--- config.mk ---
export PLATFORM = sky130hd
export DESIGN_NAME = dmac_regs
export DESIGN_NICKNAME = d
export VERILOG_FILES = /design/src/rtl/dmac_regs_pkg.sv /design/src/rtl/dmac_chan_bank.sv /design/src/rtl/dmac_irq_core.sv /design/src/rtl/dmac_rd_mux.sv /design/src/rtl/dmac_regs.sv
export SDC_FILE = /design/constraint.sdc
export NUM_CORES = 2
export LEC_CHECK = 0
export ABC_CLOCK_PERIOD_IN_PS = 4000
export BUFFER_PORTS_ARGS = -buffer_cell sky130_fd_sc_hd__buf_2
export CAP_MARGIN = 20
export CORE_AREA = 2 2 538 540
export CTS_CLUSTER_SIZE = 24
export DETAILED_ROUTE_END_ITERATION = 10
export DIE_AREA = 0 0 540 542
export HOLD_SLACK_MARGIN = 0.03
export PLACE_DENSITY = 0.42
export SYNTH_ARGS = -nofsm -noshare
export SYNTH_HDL_FRONTEND = slang
export SYNTH_HIERARCHICAL = 1
export SYNTH_SLANG_ARGS = --single-unit
--- constraint.sdc ---
create_clock -name clk -period 4 [get_ports clk]
set_input_delay 1.2 -clock clk [delete_from_list [all_inputs] [get_ports clk]]
set_output_delay 1.2 -clock clk [all_outputs]
set_load 0.005 [all_outputs]
--- src/rtl/dmac_regs_pkg.sv ---
package dmac_regs_pkg;

    localparam int DW       = 32;
    localparam int WORD_AW  = 10;

    localparam logic [3:0] GW_STATUS  = 4'd0;
    localparam logic [3:0] GW_TC_MSK  = 4'd1;
    localparam logic [3:0] GW_TC_CLR  = 4'd2;
    localparam logic [3:0] GW_ER_MSK  = 4'd3;
    localparam logic [3:0] GW_ER_CLR  = 4'd4;
    localparam logic [3:0] GW_TC_RAW  = 4'd5;
    localparam logic [3:0] GW_ER_RAW  = 4'd6;
    localparam logic [3:0] GW_ACTIVE  = 4'd7;
    localparam logic [3:0] GW_GCFG    = 4'd12;

    localparam int CFG_TCIE = 15;
    localparam int CFG_ERIE = 14;
    localparam int CFG_ON   = 0;

    typedef enum logic [2:0] {
        CW_SRC  = 3'd0,
        CW_DST  = 3'd1,
        CW_LINK = 3'd2,
        CW_CTRL = 3'd3,
        CW_CFG  = 3'd4
    } chan_word_e;

    typedef struct packed {
        logic [DW-1:0] src;
        logic [DW-1:0] dst;
        logic [DW-1:0] link;
        logic [DW-1:0] ctrl;
        logic [DW-1:0] cfg;
    } chan_regs_t;

    function automatic logic [7:0] id_byte(input logic [2:0] idx, input int nch);
        case (idx)
            3'd0:    id_byte = (nch == 2) ? 8'h81 : 8'h80;
            3'd1:    id_byte = 8'h10;
            3'd2:    id_byte = 8'h04;
            3'd3:    id_byte = 8'h0A;
            3'd4:    id_byte = 8'h0D;
            3'd5:    id_byte = 8'hF0;
            3'd6:    id_byte = 8'h05;
            default: id_byte = 8'hB1;
        endcase
    endfunction

endpackage

--- src/rtl/dmac_chan_bank.sv ---
module dmac_chan_bank
    import dmac_regs_pkg::*;
#(
    parameter int NUM_CH = 8
) (
    input  logic               clk,
    input  logic               rst_n,
    input  logic               wr_en,
    input  logic [WORD_AW-1:0] addr,
    input  logic [DW-1:0]      wdata,
    input  logic [NUM_CH-1:0]  en_clr,
    output chan_regs_t         regs_o [NUM_CH]
);

    localparam logic [WORD_AW-7:0] CH_REGION = (WORD_AW-6)'(1);

    logic in_chan;
    assign in_chan = (addr[WORD_AW-1:6] == CH_REGION);

    // Only channels below NUM_CH exist, so writes to higher indices land nowhere.
    for (genvar c = 0; c < NUM_CH; c++) begin : g_ch
        chan_regs_t r_d, r_q;
        logic       hit;

        assign hit = wr_en && in_chan && (addr[5:3] == 3'(c));

        always_comb begin
            r_d = r_q;
            if (hit) begin
                case (chan_word_e'(addr[2:0]))
                    CW_SRC:  r_d.src  = wdata;
                    CW_DST:  r_d.dst  = wdata;
                    CW_LINK: r_d.link = wdata;
                    CW_CTRL: r_d.ctrl = wdata;
                    CW_CFG:  r_d.cfg  = wdata;
                    default: ;
                endcase
            end
            // Engine drop of the enable bit has the last word.
            if (en_clr[c]) begin
                r_d.cfg[CFG_ON] = 1'b0;
            end
        end

        always_ff @(posedge clk) begin
            if (!rst_n) begin
                r_q <= '0;
            end else begin
                r_q <= r_d;
            end
        end

        assign regs_o[c] = r_q;
    end

endmodule

--- src/rtl/dmac_irq_core.sv ---
module dmac_irq_core #(
    parameter int NUM_CH = 8
) (
    input  logic              clk,
    input  logic              rst_n,
    input  logic              tc_clr_we,
    input  logic              er_clr_we,
    input  logic [NUM_CH-1:0] clr_bits,
    input  logic [NUM_CH-1:0] tc_set,
    input  logic [NUM_CH-1:0] err_set,
    input  logic [NUM_CH-1:0] tc_mask,
    input  logic [NUM_CH-1:0] er_mask,
    output logic [NUM_CH-1:0] tc_raw,
    output logic [NUM_CH-1:0] er_raw,
    output logic [NUM_CH-1:0] tc_msk,
    output logic [NUM_CH-1:0] er_msk,
    output logic              irq
);

    typedef struct packed {
        logic [NUM_CH-1:0] tc;
        logic [NUM_CH-1:0] er;
    } irq_st_t;

    irq_st_t st_d, st_q;

    always_comb begin
        st_d = st_q;
        if (tc_clr_we) begin
            st_d.tc = st_d.tc & ~clr_bits;
        end
        if (er_clr_we) begin
            st_d.er = st_d.er & ~clr_bits;
        end
        // New events are applied after the clear so none is lost.
        st_d.tc = st_d.tc | tc_set;
        st_d.er = st_d.er | err_set;
    end

    always_ff @(posedge clk) begin
        if (!rst_n) begin
            st_q <= '0;
        end else begin
            st_q <= st_d;
        end
    end

    assign tc_raw = st_q.tc;
    assign er_raw = st_q.er;
    assign tc_msk = st_q.tc & tc_mask;
    assign er_msk = st_q.er & er_mask;
    assign irq    = |{tc_msk, er_msk};

endmodule

--- src/rtl/dmac_rd_mux.sv ---
module dmac_rd_mux
    import dmac_regs_pkg::*;
#(
    parameter int NUM_CH = 8
) (
    input  logic [WORD_AW-1:0] addr,
    input  chan_regs_t         regs [NUM_CH],
    input  logic [NUM_CH-1:0]  tc_raw,
    input  logic [NUM_CH-1:0]  er_raw,
    input  logic [NUM_CH-1:0]  tc_msk,
    input  logic [NUM_CH-1:0]  er_msk,
    input  logic [NUM_CH-1:0]  active,
    input  logic [DW-1:0]      gcfg,
    output logic [DW-1:0]      rd_val
);

    localparam logic [WORD_AW-7:0] CH_REGION = (WORD_AW-6)'(1);
    localparam logic [WORD_AW-4:0] ID_REGION = '1;

    chan_regs_t sel;
    logic       sel_ok;

    always_comb begin
        sel    = '0;
        sel_ok = 1'b0;
        for (int c = 0; c < NUM_CH; c++) begin
            if (addr[5:3] == 3'(c)) begin
                sel    = regs[c];
                sel_ok = 1'b1;
            end
        end
    end

    always_comb begin
        rd_val = '0;
        if (addr[WORD_AW-1:6] == CH_REGION) begin
            if (sel_ok) begin
                case (chan_word_e'(addr[2:0]))
                    CW_SRC:  rd_val = sel.src;
                    CW_DST:  rd_val = sel.dst;
                    CW_LINK: rd_val = sel.link;
                    CW_CTRL: rd_val = sel.ctrl;
                    CW_CFG:  rd_val = sel.cfg;
                    default: rd_val = '0;
                endcase
            end
        end else if (addr[WORD_AW-1:3] == ID_REGION) begin
            rd_val = DW'(id_byte(addr[2:0], NUM_CH));
        end else if (addr[WORD_AW-1:4] == '0) begin
            case (addr[3:0])
                GW_STATUS: rd_val = DW'(tc_msk | er_msk);
                GW_TC_MSK: rd_val = DW'(tc_msk);
                GW_ER_MSK: rd_val = DW'(er_msk);
                GW_TC_RAW: rd_val = DW'(tc_raw);
                GW_ER_RAW: rd_val = DW'(er_raw);
                GW_ACTIVE: rd_val = DW'(active);
                GW_GCFG:   rd_val = gcfg;
                default:   rd_val = '0;
            endcase
        end
    end

endmodule

--- src/rtl/dmac_regs.sv ---
module dmac_regs
    import dmac_regs_pkg::*;
#(
    parameter int NUM_CH = 8
) (
    input  logic                 clk,
    input  logic                 rst_n,
    input  logic                 wr_en,
    input  logic                 rd_en,
    input  logic [9:0]           addr,
    input  logic [31:0]          wdata,
    output logic [31:0]          rdata,
    input  logic [NUM_CH-1:0]    tc_set,
    input  logic [NUM_CH-1:0]    err_set,
    input  logic [NUM_CH-1:0]    en_clr,
    output logic                 irq,
    output logic                 ctrl_en,
    output logic [NUM_CH-1:0]    ch_active,
    output logic [32*NUM_CH-1:0] ch_src,
    output logic [32*NUM_CH-1:0] ch_dst,
    output logic [32*NUM_CH-1:0] ch_link,
    output logic [32*NUM_CH-1:0] ch_ctrl,
    output logic [32*NUM_CH-1:0] ch_cfg
);

    typedef struct packed {
        logic [DW-1:0] gcfg;
        logic [DW-1:0] rdata;
    } top_st_t;

    top_st_t           st_d, st_q;
    chan_regs_t        regs [NUM_CH];
    logic [NUM_CH-1:0] tc_mask, er_mask;
    logic [NUM_CH-1:0] tc_raw_w, er_raw_w, tc_msk_w, er_msk_w;
    logic [DW-1:0]     rd_val;
    logic              glob, tc_clr_we, er_clr_we;

    assign glob      = (addr[WORD_AW-1:4] == '0);
    assign tc_clr_we = wr_en && glob && (addr[3:0] == GW_TC_CLR);
    assign er_clr_we = wr_en && glob && (addr[3:0] == GW_ER_CLR);

    dmac_chan_bank #(.NUM_CH(NUM_CH)) u_bank (
        .clk    (clk),
        .rst_n  (rst_n),
        .wr_en  (wr_en),
        .addr   (addr),
        .wdata  (wdata),
        .en_clr (en_clr),
        .regs_o (regs)
    );

    for (genvar c = 0; c < NUM_CH; c++) begin : g_out
        assign tc_mask[c]           = regs[c].cfg[CFG_TCIE];
        assign er_mask[c]           = regs[c].cfg[CFG_ERIE];
        assign ch_active[c]         = regs[c].cfg[CFG_ON];
        assign ch_src [32*c +: 32]  = regs[c].src;
        assign ch_dst [32*c +: 32]  = regs[c].dst;
        assign ch_link[32*c +: 32]  = regs[c].link;
        assign ch_ctrl[32*c +: 32]  = regs[c].ctrl;
        assign ch_cfg [32*c +: 32]  = regs[c].cfg;
    end

    dmac_irq_core #(.NUM_CH(NUM_CH)) u_irq (
        .clk       (clk),
        .rst_n     (rst_n),
        .tc_clr_we (tc_clr_we),
        .er_clr_we (er_clr_we),
        .clr_bits  (wdata[NUM_CH-1:0]),
        .tc_set    (tc_set),
        .err_set   (err_set),
        .tc_mask   (tc_mask),
        .er_mask   (er_mask),
        .tc_raw    (tc_raw_w),
        .er_raw    (er_raw_w),
        .tc_msk    (tc_msk_w),
        .er_msk    (er_msk_w),
        .irq       (irq)
    );

    dmac_rd_mux #(.NUM_CH(NUM_CH)) u_rd (
        .addr   (addr),
        .regs   (regs),
        .tc_raw (tc_raw_w),
        .er_raw (er_raw_w),
        .tc_msk (tc_msk_w),
        .er_msk (er_msk_w),
        .active (ch_active),
        .gcfg   (st_q.gcfg),
        .rd_val (rd_val)
    );

    always_comb begin
        st_d = st_q;
        if (wr_en && glob && (addr[3:0] == GW_GCFG)) begin
            st_d.gcfg = wdata;
        end
        if (rd_en) begin
            st_d.rdata = rd_val;
        end
    end

    always_ff @(posedge clk) begin
        if (!rst_n) begin
            st_q <= '0;
        end else begin
            st_q <= st_d;
        end
    end

    assign rdata   = st_q.rdata;
    assign ctrl_en = st_q.gcfg[0];

endmodule

==> flow_summary.json <==
{
  "first_global_vias": 55200,
  "die_width_um": 540,
  "layout-drive-gt1-share_pct": 32.3,
  "seqPwrFrac_pct": 42.7,
  "synthesis.area_per_instance_um2": 9.94,
  "ys.warnings.count": 6,
  "syn-instance-count": 6141,
  "clock_tree.buffer_depth": 4,
  "comb_power_share_pct": 6.5,
  "worst_clock_skew_ps": 40.4,
  "final-seq-area_um2": 27200,
  "placeableCoreArea_um2": 287000,
  "max_slew.worst_pin.slew_ps": 1160,
  "yosys.area.top_type_share_pct": 44.6,
  "fmax_ghz": 0.256,
  "timing.setup.tns_ps": 0,
  "critical_path_top_delay_cell": "or4_4",
  "fp-row-count": 197,
  "synth_enable_flop_cells": 0,
  "syn_nets": 6211,
  "timing.max_cap.violations": 0,
  "rel_slew_slack_pct": 22.5,
  "post_route_drc_violation_count": 0,
  "clk_latency_ps": 860,
  "power_density_nw_per_um2": 396,
  "clock_power_share_pct": 50.7,
  "clock-sinks": 1360,
  "power.ir.vdd_worst_mv": 0.287,
  "min_period_ps": 3910,
  "cts_tree": "built",
  "detail-route-antenna-nets": 0,
  "required_ps": 2800,
  "gp_congestion": 0.942,
  "cts-buffers-inserted": 171,
  "finalHoldViolations": 0,
  "nNetsFinal": 7529,
  "critical_path.n_buffers_inverters": 1,
  "synthArstFlopShare_pct": 0,
  "grt.total_usage_pct": 29.7,
  "slew_violations": 0,
  "multi_input_area_um2": 31100,
  "setup_viol": 0,
  "die_span_y_um": 542,
  "pin_count_of_the_biggest_net_entering_global_routing": 143,
  "io_pins": 1392,
  "cts_htree_levels": 4,
  "number_of_drc_violations_after_detailed_routing_iteration_0": 6786,
  "net-switching-power_w": 0.00830,
  "postCtsSetupBuffers": 0,
  "first_pass_grt_wire_length_um": 583000,
  "drt_first_pass_iters": 6,
  "setup_repair_after_global_routing_missed_its_margin": "false",
  "antenna_found_initial": 59,
  "placed_cells_incl_taps": 11100,
  "grt_overflow_total": 0,
  "drt-vias-per-instance": 5.12,
  "status": "complete, no violations",
  "yosys_most_used_dff": "dfxtp_1",
  "detail_route.wirelength_um": 454000,
  "floorplan.die_area_um2": 293000,
  "timing.setup.critical_path_class": "reg2out",
  "netlist_top_cells_area": "dfxtp_1 45%, mux2i_1 23%, nand2_1 9.4%, mux4_2 6.1%, clkbuf_1 2.2%",
  "layout_common_cells": "1496 x nand2_1, 1392 x mux2i_1, 1386 x buf_2, 1358 x dfxtp_1, 295 x buf_4",
  "critical_path.endpoint_type": "primary output",
  "mappedNetlistArea_um2": 61000,
  "portBuffers": 1391,
  "synth_largest_area_cell": "dfxtp_1",
  "arrival_time_at_the_worst_endpoint_ps": 2710,
  "cts_hold_buffers": 0,
  "timing.hold.ws_ps": 461,
  "internal_pwr_total_w": 0.0235,
  "critical_path.max_stage_delay_ps": 570,
  "cellLeakagePower_nw": 40.5,
  "utilization_pct": 28.0,
  "nFillCells": 30600,
  "post-dp-hpwl_um": 344000,
  "initial_standard_cell_utilization_of_the_core_pct": 21.3,
  "flow.area_growth_from_synthesis_pct": 31.6,
  "seq_area_frac_synth_pct": 44.6,
  "clock-root-buffer": "clkbuf_16",
  "worst_path_dominant_cell_family": "simple AND/OR/NAND/NOR gates",
  "fin_cells": 11400,
  "worstSetupStartpointType": "register",
  "worst_setup_hold_path_clk_slew_ps": 60,
  "post_synth_num_cell_types": 75,
  "dr_total_vias": 58300,
  "holdCritPathClass": "reg2reg",
  "mostFrequentLayoutCell": "nand2_1",
  "critical_path.cell_chain": "and2_1 > or4_1 > or4_4 > buf_2",
  "total_power_w": 0.0318,
  "switching_share_pct": 26.1,
  "ys_ff_latch": 1360,
  "crit_fanout": 4,
  "drt-wirelength-per-cell_um": 39.9,
  "min_period_over_period_pct": 97.6
}
final cells by class:
cell class / instances / area share (%)
clock inverters: 61 / 0.890
diodes: 16 / 0.0499
repair buffers: 1801 / 14.4
multi-input cells: 4116 / 38.7
flip-flops and latches: 1360 / 33.9
inverters: 9 / 0.0546
clock buffers: 239 / 6.10
well taps: 3781 / 5.89
per-layer routing:
metal | track usage [%] | part of all wire (%)
met5 | 0 | 0.031
met4 | 9.76 | 3.7
met3 | 12.2 | 12
met2 | 45.0 | 43
met1 | 37.9 | 41
flip-flops by register name, indices dropped and copies added, names as in the netlist:
| register | cells |
|---|---|
| u_bank/regs_o | 1280 |
| rdata | 32 |
| st_q | 31 |
| u_irq/er_raw | 8 |
| u_irq/tc_raw | 8 |
| ctrl_en | 1 |
synthesized netlist by cell type, drive strengths merged, types with 15 or more instances:
| library cell | instances |
|---|---|
| a211oi | 28 |
| a21oi | 120 |
| mux4 | 164 |
| o21ai | 175 |
| nor2b | 66 |
| o211ai | 30 |
| mux2 | 106 |
| nand2 | 1523 |
| o2111ai | 15 |
| nand3b | 20 |
| nor3 | 21 |
| a22o | 16 |
| o221ai | 72 |
| nand3 | 53 |
| a22oi | 37 |
| and2 | 22 |
| o22ai | 69 |
| mux2i | 1392 |
| clkbuf | 356 |
| buf | 300 |
| nor2 | 55 |
| dfxtp | 1360 |
metrics by stage:
step | setup WS [ps] | area, um^2
final | 94.8 | 80300
after global routing | 12.4 | 80200
after CTS | 14.1 | 80200
after detailed placement | -266 | 74600
after global placement | -644 | 74600
after floorplan | 804 | 61000
worst register-to-register path, cell delays in order, from the launching register on:
cell and delay (ps):
dfxtp_1 490, o22ai_1 350, a22oi_1 110, a211oi_1 760, a211oi_1 110, nor4_1 340
buf_4 180, o21ai_0 60, mux2i_1 160, nor2b_1 60
final timing paths:
| path | startpoint | endpoint | slack [ps] | cells past startpoint |
|---|---|---|---|---|
| max reg2reg | u_bank/regs_o[291] | rdata[3] | 1290 | 9 |
| min reg2reg | st_q[35] | st_q[35] | 460 | 2 |
| min | st_q[35] | st_q[35] | 460 | 2 |
| max | u_bank/regs_o[975] | irq | 90 | 4 |
kinds of logic (layout without fill, tap and decap cells):
| family | count (synthesis) | count (layout) | share of synthesized area, % |
|---|---|---|---|
| xor+xnor | 1 | 1 | 0.0144 |
| buf+inv | 665 | 2110 | 5.20 |
| other cells | 0 | 16 | 0 |
| mux | 1662 | 1662 | 30.8 |
| simple gates | 1828 | 1828 | 12.7 |
| compound gates | 625 | 625 | 6.66 |
| flops | 1360 | 1360 | 44.6 |
power by group through the flow:
stage | Sequential (W) | Clock (W) | Combinational, W
floorplan | 0.0139 | 0 | 0.000945
global placement | 0.0139 | 0 | 0.00203
detailed placement | 0.0139 | 0 | 0.00203
CTS | 0.0136 | 0.0163 | 0.00204
global route | 0.0136 | 0.0168 | 0.00211
finish | 0.0136 | 0.0161 | 0.00208
what timing repair did:
action,in CTS,in global routing
gates resized for setup,1,2
endpoints found under the setup margin,1,1
cloned,0,0
(Power assumes the default switching activity.)
